## src/rtl/exec_stage_pkg.sv

```systemverilog
package exec_stage_pkg;
    // Unit select encoding shared by the stage and its checker
    typedef enum logic [1:0] {
        UNIT_ADD   = 2'b00,
        UNIT_SHIFT = 2'b01,
        UNIT_MEM   = 2'b10,
        UNIT_PASS  = 2'b11
    } unit_sel_e;

    localparam int DATA_W = 8;
endpackage

```

## src/rtl/exec_adder.sv

```systemverilog
// exec_adder: one adder that handles both add and subtract.
// Assumes op_a comes from the temporary register and op_b from the source bus.
// Subtraction inverts op_b. Carry-in is the stored carry when use_carry is set,
// and otherwise equals sub (0 for add, 1 for subtract).
module exec_adder #(
    parameter int W = 8
) (
    input  logic [W-1:0] op_a,
    input  logic [W-1:0] op_b,
    input  logic         sub,
    input  logic         use_carry,
    input  logic         c_stored,
    output logic [W-1:0] sum,
    output logic         c_out
);
    logic [W-1:0] b_eff;
    logic         c_in;
    logic [W:0]   wide;

    // Form the effective operand and carry-in, then add with one extra bit
    always_comb begin
        b_eff = sub ? ~op_b : op_b;
        c_in  = use_carry ? c_stored : sub;
        wide  = {1'b0, op_a} + {1'b0, b_eff} + {{W{1'b0}}, c_in};
        sum   = wide[W-1:0];
        c_out = wide[W];
    end
endmodule

```

## src/rtl/exec_shifter.sv

```systemverilog
// exec_shifter: shifts right by one bit.
// rotate=0 shifts a zero into the MSB. rotate=1 shifts the stored carry in.
// The LSB that falls out becomes the carry out in both modes.
module exec_shifter #(
    parameter int W = 8
) (
    input  logic [W-1:0] data_in,
    input  logic         rotate,
    input  logic         c_stored,
    output logic [W-1:0] data_out,
    output logic         c_out
);
    // Choose the bit entering the MSB and capture the bit leaving the LSB
    always_comb begin
        data_out = {(rotate ? c_stored : 1'b0), data_in[W-1:1]};
        c_out    = data_in[0];
    end
endmodule

```

## src/rtl/exec_memio.sv

```systemverilog
// exec_memio: the memory/IO access path.
// The address always comes from the temporary register and the write data from
// the source bus. The strobe is raised only for a selected store. Read data is
// returned as this unit's result. The memory itself is outside the block.
module exec_memio #(
    parameter int W = 8
) (
    input  logic         selected,
    input  logic         store,
    input  logic [W-1:0] addr_src,
    input  logic [W-1:0] wdata_src,
    input  logic [W-1:0] rdata,
    output logic [W-1:0] addr,
    output logic [W-1:0] wdata,
    output logic         we,
    output logic [W-1:0] load_result
);
    // Drive the address, data and strobe toward memory, and return the read data
    always_comb begin
        addr        = addr_src;
        wdata       = wdata_src;
        we          = selected & store;
        load_result = rdata;
    end
endmodule

```

## src/rtl/exec_flags.sv

```systemverilog
// exec_flags: the three-bit status register (negative, zero, carry).
// It is loaded from the adder or shifter result through direct wires and never
// from a bus. Uses a synchronous active-low reset that clears all bits.
module exec_flags #(
    parameter int W = 8
) (
    input  logic         clk,
    input  logic         rst_n,
    input  logic         load,
    input  logic [W-1:0] res,
    input  logic         c_new,
    output logic         n_q,
    output logic         z_q,
    output logic         c_q
);
    // Clear on reset, otherwise load N/Z/C when load is high
    always_ff @(posedge clk) begin
        if (!rst_n) begin
            n_q <= 1'b0;
            z_q <= 1'b0;
            c_q <= 1'b0;
        end else if (load) begin
            n_q <= res[W-1];
            z_q <= (res == '0);
            c_q <= c_new;
        end
    end
endmodule

```

## src/rtl/proc_exec_stage.sv

```systemverilog
// proc_exec_stage: combinational execute stage with four selectable units and
// an attached status register. Assumes the controller keeps its select and mode
// inputs stable for the whole cycle, and writes result_bus into the register
// file itself.
module proc_exec_stage
    import exec_stage_pkg::*;
#(
    parameter int W = DATA_W
) (
    input  logic         clk,
    input  logic         rst_n,
    input  logic [1:0]   unit_sel,
    input  logic         sub,
    input  logic         use_carry,
    input  logic         mem_store,
    input  logic         flag_we,
    input  logic [W-1:0] src_bus,
    input  logic [W-1:0] tmp_reg,
    input  logic [W-1:0] mem_rdata,
    output logic [W-1:0] result_bus,
    output logic [W-1:0] mem_addr,
    output logic [W-1:0] mem_wdata,
    output logic         mem_we,
    output logic         flag_n,
    output logic         flag_z,
    output logic         flag_c
);
    unit_sel_e    sel;
    logic [W-1:0] add_res;
    logic         add_c;
    logic [W-1:0] shf_res;
    logic         shf_c;
    logic [W-1:0] mem_res;
    logic         flag_load;
    logic         c_next;

    // Decode the raw select into the shared enum
    always_comb sel = unit_sel_e'(unit_sel);

    exec_adder #(.W(W)) adder_i (
        .op_a      (tmp_reg),
        .op_b      (src_bus),
        .sub       (sub),
        .use_carry (use_carry),
        .c_stored  (flag_c),
        .sum       (add_res),
        .c_out     (add_c)
    );

    exec_shifter #(.W(W)) shifter_i (
        .data_in  (src_bus),
        .rotate   (use_carry),
        .c_stored (flag_c),
        .data_out (shf_res),
        .c_out    (shf_c)
    );

    exec_memio #(.W(W)) memio_i (
        .selected    (sel == UNIT_MEM),
        .store       (mem_store),
        .addr_src    (tmp_reg),
        .wdata_src   (src_bus),
        .rdata       (mem_rdata),
        .addr        (mem_addr),
        .wdata       (mem_wdata),
        .we          (mem_we),
        .load_result (mem_res)
    );

    // Route the selected unit to the result bus
    always_comb begin
        unique case (sel)
            UNIT_ADD:   result_bus = add_res;
            UNIT_SHIFT: result_bus = shf_res;
            UNIT_MEM:   result_bus = mem_res;
            default:    result_bus = src_bus;
        endcase
    end

    // Allow a flag load only for the adder and shifter, and pick that unit's carry
    always_comb begin
        flag_load = flag_we && (sel == UNIT_ADD || sel == UNIT_SHIFT);
        c_next    = (sel == UNIT_SHIFT) ? shf_c : add_c;
    end

    exec_flags #(.W(W)) flags_i (
        .clk   (clk),
        .rst_n (rst_n),
        .load  (flag_load),
        .res   (result_bus),
        .c_new (c_next),
        .n_q   (flag_n),
        .z_q   (flag_z),
        .c_q   (flag_c)
    );
endmodule

```

## config.mk

```make
export PLATFORM = sky130hd
export DESIGN_NAME = proc_exec_stage
export DESIGN_NICKNAME = d
export VERILOG_FILES = /design/src/rtl/exec_stage_pkg.sv /design/src/rtl/exec_adder.sv /design/src/rtl/exec_shifter.sv /design/src/rtl/exec_memio.sv /design/src/rtl/exec_flags.sv /design/src/rtl/proc_exec_stage.sv
export SDC_FILE = /design/constraint.sdc
export NUM_CORES = 1
export LEC_CHECK = 0
export CAP_MARGIN = 20
export CORE_ASPECT_RATIO = 2
export CORE_MARGIN = 3
export CORE_UTILIZATION = 38
export DETAILED_ROUTE_END_ITERATION = 12
export PLACE_DENSITY = 0.84
export SLEW_MARGIN = 40
export SYNTH_ARGS = -nofsm -noshare
export SYNTH_HDL_FRONTEND = slang
export SYNTH_HIERARCHICAL = 1
export SYNTH_SLANG_ARGS = --single-unit
export TNS_END_PERCENT = 20
```

## constraint.sdc

```tcl
create_clock -name clk -period 4.2 [get_ports clk]
set_clock_uncertainty 0.05 [all_clocks]
set_input_delay 0.63 -clock clk [delete_from_list [all_inputs] [get_ports clk]]
set_output_delay 0.63 -clock clk [all_outputs]
set_load 0.05 [all_outputs]
```

==> results.md <==
* H-tree Lvls at 1
* Cells after Synth at 113
* Setup repair bufs after CTS at 0
* Antenna violations before repair at 0
* Worst path required time at 3.52 ns
* Fin crit share at 0.991
* Worst skew pair latency at 0.21 ns
* Critical R2R Launch: flags_i/c_q
* Pwr Total at 399 uW
* Area growth syn-to-layout at 43.3%
* Initial Util at 0.416
* HP Start: flags_i/z_q
* Global-route wire length before repair at 4.16 mm
* Cell Pwr Density at 274 nW/um^2
* Via count at 884
* RSZ-0062 raised after global routing: true
* Uppermost routed layer: met4
* Commonest non-fill, non-tap cell in the layout: clkdlybuf4s50_1
* Port Buffers at 59
* Critical Path Start Type: primary input
* GRT overflow at 0
* Syn nets at 154
* Fmax at approximately 0.24 GHz
* RD Place Congestion at 0.730
* CTS buffer count at 3
* Row count at 25
* Sequential cell area fraction in the yosys report at 0.0592
* I/O pin count at 60
* Worst setup EP type: output port
* Post-DR wirelength/cell at 15.1 microns
* Fillers at 230
* Max-slew violations at 0
* Slew headroom at 0.658
* Max rail drop VDD at 0.113 mV
* Post-synth top area cell: buf_4
* Routed wl met2 at around 1.5 mm
* Routed wl met3 at 124 microns
* Status: completed
* N_diodes at 0
* Detailed placement HPWL at 2.14 mm
* Yosys top cell area share at 0.237
* Post-synth design cell area at 1010 sq um
* Critical path type: in -> out
* Die Ht at between 70 and 80 microns
* CTS tree: built
* CTS Buffer Depth at 2
* Worst Tran Pin Value at 0.512 ns
* Largest net degree at the start of global routing at 12
* Tmin final at 4.16 ns
* Die area at approximately 3400 sq um
* Routed WL at 2.56 mm
* Syn avg cell area at 8.98 sq um
* Total GRT Usage at 0.158
* 1st-iter DRT viols at 12
* Synth top area cells: buf_4 (24%), mux4_2 (18%), ha_1 (8.6%), xor2_1 (7.8%), dfxtp_1 (5.9%)
* Layout cells sized above 1 at 0.189
* Final hold violation count at 0
* Synth Register Bits at 3
* Post-route ant nets at 0
* Remaining DRCs at 0
* Maxcap violations at 0
* Core box area at 2440 sq um
* CP max FO at 3
* Setup violations, final at 0
* Vias in the first global route at 960
* CTS clk-pin slew, worst paths at 0.03 ns
* Metal-1 WL at 912 microns
* Crit path DAT at approximately 3.5 ns
* Post-synthesis cell type count at 28
* Final Worst Setup Slack at 0.0382 ns
* Worst Setup SP: use_carry
* Commonest non-fill, non-tap cells in the layout: clkdlybuf4s50_1 (51), mux4_2 (8), nor2_1 (8)
* Root buf cell: clkbuf_8
* Final nets at 185
* CTS sink count at 3
* Vias per inst at roughly 5.2
* Drt pass-1 iters at 4
* YS warnings at 6
* Leak at 0.586 nW
* Die X-Extent at 42.5 microns
* DP Worst Slack at 0.0369 ns
* Hold Crit Class: reg -> reg
-- layout make-up --
cell class / count / area [sq um] / share of cell area
Tap cell: 27 / 33.8 / 0.0232
Clock buffer: 4 / 45.0 / 0.0310
Sequential cell: 3 / 60.1 / 0.0413
Timing Repair Buffer: 61 / 607 / 0.417
Inverter: 6 / 22.5 / 0.0155
Multi-Input combinational cell: 69 / 686 / 0.472
-- stage by stage --
stage / utilization / hold WS [ns] / setup TNS, ns / cell area (sq um) / cells
CTS: 0.587 / 0.404 / 0 / 1430 / 170
finish: 0.596 / 0.401 / 0 / 1450 / 170
global route: 0.596 / 0.449 / -0.0197 / 1450 / 170
detailed placement: 0.569 / 0.400 / 0 / 1390 / 166
floorplan: - / 0.617 / 0 / 1010 / 113
global placement: 0.569 / 0.397 / 0 / 1390 / 166
-- worst max-delay path, stage by stage --
cell             delay, ns
clkdlybuf4s50_1       0.48
mux2_2                0.35
fa_1                  0.40
a21oi_1               0.21
nor2b_1               0.10
a311oi_2              0.31
a21oi_1               0.15
xor2_1                0.15
mux4_2                0.50
buf_4                 0.21
-- flip-flops by register name, summed over array words and instances, names as in the netlist --
name and count:
flags_i/c_q 1, flags_i/n_q 1, flags_i/z_q 1
-- cell families after synthesis --
kind of cell,Yosys count,synth area share
simple gates,23,0.126
flops,3,0.0592
xor+xnor,12,0.104
buf+inv,41,0.280
compound gates,13,0.0863
fa+ha+maj,9,0.126
mux,12,0.219
-- where the power goes --
group	switching, mW	internal, mW
Combinational	0.159	0.126
Sequential	0.000973	0.0300
Clock	0.0186	0.0647
-- per-layer routing --
metal,vias up,global-route usage
met5,-,0
met4,0,0.0623
met3,4,0.0317
met2,35,0.297
met1,426,0.165
li1,419,-
-- Yosys cell counts, drive strengths merged --
cell type / n
inv: 6
mux2: 2
and2: 2
o21a: 2
nor4b: 1
a21oi: 6
nand2b: 1
xnor2: 3
o21ai: 3
o31a: 1
dfxtp: 3
and3: 1
nor3: 2
nor2: 8
fa: 2
buf: 35
nand2: 1
a311oi: 1
ha: 7
nand4: 1
mux4: 8
xor2: 9
nor2b: 6
mux2i: 2
-- worst paths after layout --
kind	depth (start not counted)	slack [ns]	end
worst max-delay path	10	0.04	result_bus[7]
worst min-delay path	2	0.40	flags_i/z_q
worst max register to register	13	1.25	flags_i/z_q
worst min register to register	2	0.40	flags_i/z_q
-- repair_timing --
action	4_1_cts	5_1_grt
endpoints found under the setup margin	0	2
gates resized for setup	0	5
hold buffers	0	0
Note: power is estimated with default switching activity, not from simulation.
